===== src/rtl/sigcap_pkg.sv =====
// Shared definitions for the signal capture core.
// Assumes: window counts handed to bit_index are powers of two.
package sigcap_pkg;

    typedef enum logic [1:0] {
        CAP_IDLE = 2'd0,
        CAP_WAIT = 2'd1,
        CAP_FILL = 2'd2,
        CAP_DONE = 2'd3
    } cap_state_e;

    // Position of the highest set bit; the base-2 log of a power of two.
    function automatic int unsigned bit_index(input logic [31:0] v);
        int unsigned r;
        r = 0;
        for (int i = 0; i < 32; i++) begin
            if (v[i]) r = i;
        end
        return r;
    endfunction

endpackage


===== src/rtl/sigcap_cfg.sv =====
// Register file of the capture core: stage and window counts, per-stage
// value/mask pairs, qualifier value/mask and the arm strobe.
// Assumes: REG_W >= CMP_W, REG_W < 32, and 0x10+2*MAX_STAGES fits in 8 bits.
// All writes are dropped while busy is high.
module sigcap_cfg #(
    parameter int REG_W      = 16,
    parameter int CMP_W      = 8,
    parameter int MAX_STAGES = 4,
    parameter int DEPTH      = 64,
    parameter int STG_W      = 2,
    parameter int WLOG_W     = 3
) (
    input  logic                                clk,
    input  logic                                rst_n,
    input  logic                                busy,
    input  logic                                wr_en,
    input  logic [7:0]                          wr_addr,
    input  logic [REG_W-1:0]                    wr_data,
    output logic                                arm,
    output logic [STG_W-1:0]                    last_stage,
    output logic [WLOG_W-1:0]                   win_log,
    output logic [MAX_STAGES-1:0][CMP_W-1:0]    stg_val,
    output logic [MAX_STAGES-1:0][CMP_W-1:0]    stg_msk,
    output logic [CMP_W-1:0]                    q_val,
    output logic [CMP_W-1:0]                    q_msk,
    output logic                                cfg_err
);
    import sigcap_pkg::*;

    localparam logic [REG_W:0] DEPTH_R = (REG_W+1)'(DEPTH);
    localparam logic [REG_W:0] MAXS_R  = (REG_W+1)'(MAX_STAGES);

    logic wr_ok;
    logic win_legal;
    logic stg_legal;

    assign wr_ok     = wr_en && !busy;
    assign arm       = wr_ok && (wr_addr == 8'h02);
    assign win_legal = (wr_data != '0) &&
                       ((wr_data & (wr_data - REG_W'(1))) == '0) &&
                       ({1'b0, wr_data} <= DEPTH_R);
    assign stg_legal = (wr_data != '0) && ({1'b0, wr_data} <= MAXS_R);

    // Count registers and the illegal-value flag.
    always_ff @(posedge clk) begin
        if (!rst_n) begin
            last_stage <= '0;
            win_log    <= '0;
            cfg_err    <= 1'b0;
        end else if (wr_ok && wr_addr == 8'h00) begin
            if (stg_legal) last_stage <= STG_W'(wr_data - REG_W'(1));
            cfg_err <= !stg_legal;
        end else if (wr_ok && wr_addr == 8'h01) begin
            if (win_legal) win_log <= WLOG_W'(bit_index(32'(wr_data)));
            cfg_err <= !win_legal;
        end
    end

    // Qualifier value and mask.
    always_ff @(posedge clk) begin
        if (!rst_n) begin
            q_val <= '0;
            q_msk <= '0;
        end else if (wr_ok && wr_addr == 8'h03) begin
            q_val <= wr_data[CMP_W-1:0];
        end else if (wr_ok && wr_addr == 8'h04) begin
            q_msk <= wr_data[CMP_W-1:0];
        end
    end

    for (genvar s = 0; s < MAX_STAGES; s++) begin : g_stage
        logic [CMP_W-1:0] val_q;
        logic [CMP_W-1:0] msk_q;
        // Value and mask of one trigger stage.
        always_ff @(posedge clk) begin
            if (!rst_n) begin
                val_q <= '0;
                msk_q <= '0;
            end else if (wr_ok && wr_addr == 8'(16 + 2*s)) begin
                val_q <= wr_data[CMP_W-1:0];
            end else if (wr_ok && wr_addr == 8'(17 + 2*s)) begin
                msk_q <= wr_data[CMP_W-1:0];
            end
        end
        assign stg_val[s] = val_q;
        assign stg_msk[s] = msk_q;
    end

endmodule


===== src/rtl/sigcap_match.sv =====
// Masked comparators: one per trigger stage, plus the capture qualifier.
// A mask bit of 1 compares that bit, 0 ignores it. With QUAL_EN = 0 the
// qualifier is left out and every sample qualifies.
module sigcap_match #(
    parameter int CMP_W      = 8,
    parameter int MAX_STAGES = 4,
    parameter bit QUAL_EN    = 1'b1
) (
    input  logic [CMP_W-1:0]                    cmp,
    input  logic [MAX_STAGES-1:0][CMP_W-1:0]    stg_val,
    input  logic [MAX_STAGES-1:0][CMP_W-1:0]    stg_msk,
    input  logic [CMP_W-1:0]                    q_val,
    input  logic [CMP_W-1:0]                    q_msk,
    output logic [MAX_STAGES-1:0]               stg_hit,
    output logic                                q_hit
);
    for (genvar s = 0; s < MAX_STAGES; s++) begin : g_cmp
        assign stg_hit[s] = ((cmp ^ stg_val[s]) & stg_msk[s]) == '0;
    end

    if (QUAL_EN) begin : g_qual
        assign q_hit = ((cmp ^ q_val) & q_msk) == '0;
    end else begin : g_noqual
        logic unused_q;
        assign unused_q = ^{q_val, q_msk};
        assign q_hit    = 1'b1;
    end

endmodule


===== src/rtl/sigcap_store.sv =====
// Sample memory: one synchronous write port, one asynchronous read port.
// Assumes: every location is written before it is read (not reset).
module sigcap_store #(
    parameter int MEM_W  = 12,
    parameter int DEPTH  = 64,
    parameter int ADDR_W = 6
) (
    input  logic              clk,
    input  logic              we,
    input  logic [ADDR_W-1:0] waddr,
    input  logic [MEM_W-1:0]  wdata,
    input  logic [ADDR_W-1:0] raddr,
    output logic [MEM_W-1:0]  rdata
);
    logic [MEM_W-1:0] mem [DEPTH];

    // Write one sample.
    always_ff @(posedge clk) begin
        if (we) mem[waddr] <= wdata;
    end

    assign rdata = mem[raddr];

endmodule


===== src/rtl/sigcap_core.sv =====
// Multi-window triggered capture core. It sequences the trigger stages,
// fills each window with qualified samples, and streams the whole memory
// out once all windows are full.
// Assumes: DEPTH is a power of two >= 2; DATA_W, BOTH_W, TRIG_W >= 1;
// REG_W >= BOTH_W + TRIG_W.
module sigcap_core #(
    parameter int DATA_W     = 8,
    parameter int BOTH_W     = 4,
    parameter int TRIG_W     = 4,
    parameter int DEPTH      = 64,
    parameter int MAX_STAGES = 4,
    parameter bit QUAL_EN    = 1'b1,
    parameter int REG_W      = 16,
    localparam int MEM_W     = DATA_W + BOTH_W,
    localparam int CMP_W     = BOTH_W + TRIG_W,
    localparam int ADDR_W    = $clog2(DEPTH),
    localparam int WLOG_W    = $clog2(ADDR_W + 1),
    localparam int STG_W     = (MAX_STAGES > 1) ? $clog2(MAX_STAGES) : 1
) (
    input  logic              clk,
    input  logic              rst_n,
    input  logic              clk_en,
    input  logic [DATA_W-1:0] probe_data,
    input  logic [BOTH_W-1:0] probe_both,
    input  logic [TRIG_W-1:0] probe_trig,
    input  logic              wr_en,
    input  logic [7:0]        wr_addr,
    input  logic [REG_W-1:0]  wr_data,
    output logic              rd_valid,
    input  logic              rd_ready,
    output logic [MEM_W-1:0]  rd_data,
    output logic              rd_last,
    output logic [1:0]        st_state,
    output logic [STG_W-1:0]  st_stage,
    output logic [ADDR_W-1:0] st_window,
    output logic              cfg_err
);
    import sigcap_pkg::*;

    cap_state_e                         state_q;
    logic [STG_W-1:0]                   stage_q;
    logic [ADDR_W-1:0]                  win_q;
    logic [ADDR_W-1:0]                  fill_q;
    logic [ADDR_W-1:0]                  rd_ptr;
    logic                               busy;
    logic                               arm;
    logic [STG_W-1:0]                   last_stage;
    logic [WLOG_W-1:0]                  win_log;
    logic [MAX_STAGES-1:0][CMP_W-1:0]   stg_val;
    logic [MAX_STAGES-1:0][CMP_W-1:0]   stg_msk;
    logic [CMP_W-1:0]                   q_val;
    logic [CMP_W-1:0]                   q_msk;
    logic [MAX_STAGES-1:0]              stg_hit;
    logic                               q_hit;
    logic [ADDR_W:0]                    win_depth;
    logic                               fill_last;
    logic                               win_last;
    logic [WLOG_W-1:0]                  win_shift;
    logic [ADDR_W-1:0]                  waddr;
    logic                               store;

    assign busy = (state_q == CAP_WAIT) || (state_q == CAP_FILL);

    sigcap_cfg #(
        .REG_W(REG_W), .CMP_W(CMP_W), .MAX_STAGES(MAX_STAGES),
        .DEPTH(DEPTH), .STG_W(STG_W), .WLOG_W(WLOG_W)
    ) u_cfg (
        .clk(clk), .rst_n(rst_n), .busy(busy),
        .wr_en(wr_en), .wr_addr(wr_addr), .wr_data(wr_data),
        .arm(arm), .last_stage(last_stage), .win_log(win_log),
        .stg_val(stg_val), .stg_msk(stg_msk),
        .q_val(q_val), .q_msk(q_msk), .cfg_err(cfg_err)
    );

    sigcap_match #(
        .CMP_W(CMP_W), .MAX_STAGES(MAX_STAGES), .QUAL_EN(QUAL_EN)
    ) u_match (
        .cmp({probe_both, probe_trig}),
        .stg_val(stg_val), .stg_msk(stg_msk),
        .q_val(q_val), .q_msk(q_msk),
        .stg_hit(stg_hit), .q_hit(q_hit)
    );

    // Window geometry derived from the configured window count.
    assign win_depth = (ADDR_W+1)'(DEPTH) >> win_log;
    assign fill_last = fill_q == ADDR_W'(win_depth - 1'b1);
    assign win_last  = win_q == ADDR_W'(((ADDR_W+1)'(1) << win_log) - 1'b1);
    assign win_shift = WLOG_W'(ADDR_W) - win_log;
    assign waddr     = ADDR_W'(win_q << win_shift) | fill_q;
    assign store     = (state_q == CAP_FILL) && clk_en && q_hit;

    sigcap_store #(
        .MEM_W(MEM_W), .DEPTH(DEPTH), .ADDR_W(ADDR_W)
    ) u_store (
        .clk(clk), .we(store), .waddr(waddr),
        .wdata({probe_both, probe_data}),
        .raddr(rd_ptr), .rdata(rd_data)
    );

    // Capture sequencer: arm, stage walk, window fill, readout.
    always_ff @(posedge clk) begin
        if (!rst_n) begin
            state_q <= CAP_IDLE;
            stage_q <= '0;
            win_q   <= '0;
            fill_q  <= '0;
            rd_ptr  <= '0;
        end else begin
            case (state_q)
                CAP_IDLE, CAP_DONE: begin
                    if (arm) begin
                        state_q <= CAP_WAIT;
                        stage_q <= '0;
                        win_q   <= '0;
                        fill_q  <= '0;
                        rd_ptr  <= '0;
                    end else if (state_q == CAP_DONE && rd_ready) begin
                        if (rd_last) state_q <= CAP_IDLE;
                        rd_ptr <= rd_ptr + 1'b1;
                    end
                end
                CAP_WAIT: begin
                    if (clk_en && stg_hit[stage_q]) begin
                        if (stage_q == last_stage) begin
                            state_q <= CAP_FILL;
                            stage_q <= '0;
                        end else begin
                            stage_q <= stage_q + 1'b1;
                        end
                    end
                end
                default: begin
                    if (store) begin
                        fill_q <= fill_last ? '0 : fill_q + 1'b1;
                        if (fill_last) begin
                            if (win_last) begin
                                state_q <= CAP_DONE;
                            end else begin
                                win_q   <= win_q + 1'b1;
                                state_q <= CAP_WAIT;
                            end
                        end
                    end
                end
            endcase
        end
    end

    assign rd_valid  = (state_q == CAP_DONE);
    assign rd_last   = rd_valid && (rd_ptr == '1);
    assign st_state  = state_q;
    assign st_stage  = stage_q;
    assign st_window = win_q;

endmodule


===== config.mk =====
export PLATFORM = sky130hd
export DESIGN_NAME = sigcap_core
export DESIGN_NICKNAME = d
export VERILOG_FILES = /design/src/rtl/sigcap_pkg.sv /design/src/rtl/sigcap_cfg.sv /design/src/rtl/sigcap_match.sv /design/src/rtl/sigcap_store.sv /design/src/rtl/sigcap_core.sv
export SDC_FILE = /design/constraint.sdc
export NUM_CORES = 1
export LEC_CHECK = 0
export BUFFER_PORTS_ARGS = -buffer_cell sky130_fd_sc_hd__buf_2
export CAP_MARGIN = 15
export CORE_MARGIN = 2
export CORE_UTILIZATION = 60
export DETAILED_ROUTE_END_ITERATION = 12
export GPL_TIMING_DRIVEN = 0
export HOLD_SLACK_MARGIN = 0.15
export PLACE_DENSITY = 0.77
export SETUP_SLACK_MARGIN = 0.5
export SLEW_MARGIN = 20
export SYNTH_ARGS = -nofsm -noshare
export SYNTH_HDL_FRONTEND = slang
export SYNTH_SLANG_ARGS = --single-unit

===== constraint.sdc =====
create_clock -name clk -period 9.3 [get_ports clk]
set_input_delay 0.93 -clock clk [delete_from_list [all_inputs] [get_ports clk]]
set_output_delay 0.93 -clock clk [all_outputs]
set_load 0.005 [all_outputs]

==> flow_summary.toml <==
[status]
status = "finished, final reports clean"

[global_route]
grt_pass1_wl_um = 129000
grt_start_max_net_pins = 66
grt_usage_pct = 29.6
grt_pass1_vias = 19600
antenna_found_initial = 2
grt_overflow_total = 0

[cells_and_area]
area_delta_synth_final_pct = 12.4
drive_above_1_share_pct = 25.1
fill_cells = 3604
fin_cells = 2936
nets = 2155
final_util_pct = 67.9

[synth]
netlist_area_um2 = 35500
yosysSeqAreaShare_pct = 71.5
synth_ff_type = "edfxtp_1"
synth_nets = 1990
ys_ff_latch = 882
synth_edf_count = 768
ys_warn_count = 0
ys_types = 70
synthArstFlopShare_pct = 0
syn_inst = 1930
avgSynthCellArea_um2 = 18.4

[power]
p_per_area_nw_per_um2 = 197
vdd_drop_max_v = 0.000163
power_leakage_uw = 0.0123

[die]
initial_utilization_pct = 60.4
core_um2 = 58700
fp.dieH_um = 247
die_x_um = 247
io_pins = 70
die_area_um2 = 61100
rows = 89

[timing]
clock_skew_ns = 0.0235
setup_ws_ns = 3.79
fmax_mhz = 181
final-setup-viol-count = 0
hold-worst-slack_ns = 0.464
rsz0062_at_grt = "false"
fin_crit_sh_pct = 59.3
worst_slew_pin_slew_ns = 1.15
hold_viol = 0
drv_slew = 0
min_period_ns = 5.51
max-slew-margin-rel_pct = 23.6
setup_tns_ns = 0

[route]
wl_per_cell_um = 30.1
dr.pass1.iters = 6
antenna_left = 0
drc = 0
drt-initial-drc-count = 2548
wl_um = 88200
via_per_inst = 6.72
num_vias = 19700

[clock_network]
clockRootBuffer = "clkbuf_16"
cts-buffers-inserted = 86
cts_resized = 0
ctsHoldBuffers = 0
cts-htree-levels = 3
cts.clk_slew.worst_paths_ns = 0.06
clkLatencyLatePin_ns = 0.64
post_cts_buffers = 0
cts_buffer_depth = 3
cts.sinks = 882
cts_tree = "done"

[min_path]
min_path_cells = 2
min_path_type = "flip-flop to flip-flop"

[placed_design]
place_inst = 2779
dp_slack_ns = 3.73
gp_congestion = 0.890
dp_hpwl_um = 53800
port_buffers = 62

[run]
max_cap_viol_count = 0

[worst_setup_path]
path_class = "flip-flop to output port"
cp_max_fo = 10
worstSetupStartpointType = "flip-flop"
r2r_cells = 9
worstPathArrival_ns = 4.58
endpoint_kind = "output port"
critical_path_required_ns = 8.37
[stage by stage]
stage               cell area, µm²  total power, µW
floorplan                    35500             4450
global placement             36700             4540
detailed placement           37100             4550
CTS                          39800             7890
global route                 39900             8050
finish                       39900             7870
[final cells by class]
type | instances | area, µm² | area share, %
timing repair buffer | 77 | 529 | 1.33
buffer | 115 | 462 | 1.16
antenna | 1 | 2.50 | 0.00628
clock buffer | 109 | 2300 | 5.77
clock inverter | 46 | 419 | 1.05
tap | 773 | 967 | 2.43
multi-input combinational | 917 | 9770 | 24.5
sequential | 882 | 25300 | 63.6
inverter | 16 | 60.1 | 0.151
[path summary, 6_finish.rpt]
path                                          start  slack (ns)                                endpoint
max                                       flip-flop        3.79                              rd_data[2]
min          u_cfg.g_stage[0].msk_q[3]$_SDFFE_PN0P_        0.46  u_cfg.g_stage[0].msk_q[3]$_SDFFE_PN0P_
max reg2reg           u_cfg.win_log[0]$_SDFFE_PN0P_        4.29            u_store.mem[27][4]$_DFFE_PP_
min reg2reg  u_cfg.g_stage[0].msk_q[3]$_SDFFE_PN0P_        0.46  u_cfg.g_stage[0].msk_q[3]$_SDFFE_PN0P_
[power by group]
part | total (µW) | internal (µW) | switching, µW
clock network | 3400 | 1950 | 1460
logic | 164 | 31.9 | 132
registers | 4300 | 4300 | 2.75
[logic make-up (layout without fill, tap and decap cells)]
family	Yosys count	in the layout	share of synthesized area (%)
flops	882	882	71.5
fa+ha+maj	15	15	0.529
compound gates	155	155	2.71
mux	314	314	17.5
other cells	0	1	0
buf+inv	131	363	1.44
simple gates	372	372	4.85
xor+xnor	61	61	1.51
[critical path, cell delays in order (launching register included)]
cell,delay [ns]
dfxtp_1,0.32
clkbuf_1,0.13
buf_2,0.30
buf_2,0.45
buf_1,0.78
mux4_2,0.63
mux4_2,0.55
mux2i_1,0.37
o21ai_0,0.22
buf_2,0.18
[synth_stat cells, types with 4 or more instances]
| cell | count | area share, % |
|---|---|---|
| nor4_1 | 5 | 0.088 |
| nand4_1 | 5 | 0.088 |
| o31ai_1 | 5 | 0.11 |
| ha_1 | 15 | 0.53 |
| xnor2_1 | 11 | 0.27 |
| nor2b_1 | 7 | 0.12 |
| mux2_2 | 10 | 0.32 |
| or3_1 | 5 | 0.088 |
| nand2_1 | 89 | 0.94 |
| or4_1 | 7 | 0.15 |
| o21ai_0 | 39 | 0.55 |
| buf_1 | 25 | 0.26 |
| nor2_1 | 156 | 1.7 |
| clkbuf_1 | 80 | 0.85 |
| a22oi_1 | 14 | 0.30 |
| nand2b_1 | 6 | 0.11 |
| nor3_1 | 11 | 0.16 |
| dfxtp_1 | 114 | 6.4 |
| buf_2 | 8 | 0.11 |
| a211oi_1 | 4 | 0.085 |
| mux4_2 | 244 | 15 |
| nand3_1 | 48 | 0.68 |
| a21oi_1 | 65 | 0.92 |
| mux2i_1 | 60 | 1.7 |
| inv_1 | 15 | 0.16 |
| edfxtp_1 | 768 | 65 |
| xor2_1 | 50 | 1.2 |
[metal layers]
| metal | track usage, % | wire length, µm |
|---|---|---|
| met3 | 5.63 | 9680 |
| met4 | 9.82 | 2600 |
| met1 | 41.7 | 33200 |
| met5 | 0 | 0 |
| met2 | 47.3 | 42800 |
[cell usage in the layout (no fill, tap or decap), drive strengths merged, types with 4 or more instances in the layout]
master  instances
or2             7
nand2          89
a22oi          14
nand4           5
a211oi          5
a21oi          65
clkbuf        196
inv            18
nor3           13
nor2b           8
o21ai          39
nor4            6
ha             15
buf           105
dfxtp         114
or4             7
nor2          156
clkinv         35
or3             6
or4b            4
mux4          244
bufinv          7
xnor2          11
nand2b          6
xor2           50
o31ai           5
nand3          48
mux2i          60
edfxtp        768
mux2           10
[sequential cells by signal, indices dropped and copies added, names as in the netlist, named ones only]
signal and count:
fill_q 6, rd_ptr 6, st_stage 2, st_state 2, st_window 6, u_cfg.cfg_err 1, u_cfg.g_stage.msk_q 32, u_cfg.g_stage.val_q 32
u_cfg.last_stage 2, u_cfg.q_msk 8, u_cfg.q_val 8, u_cfg.win_log 3, u_store.mem 768
(Power assumes the default switching activity.)
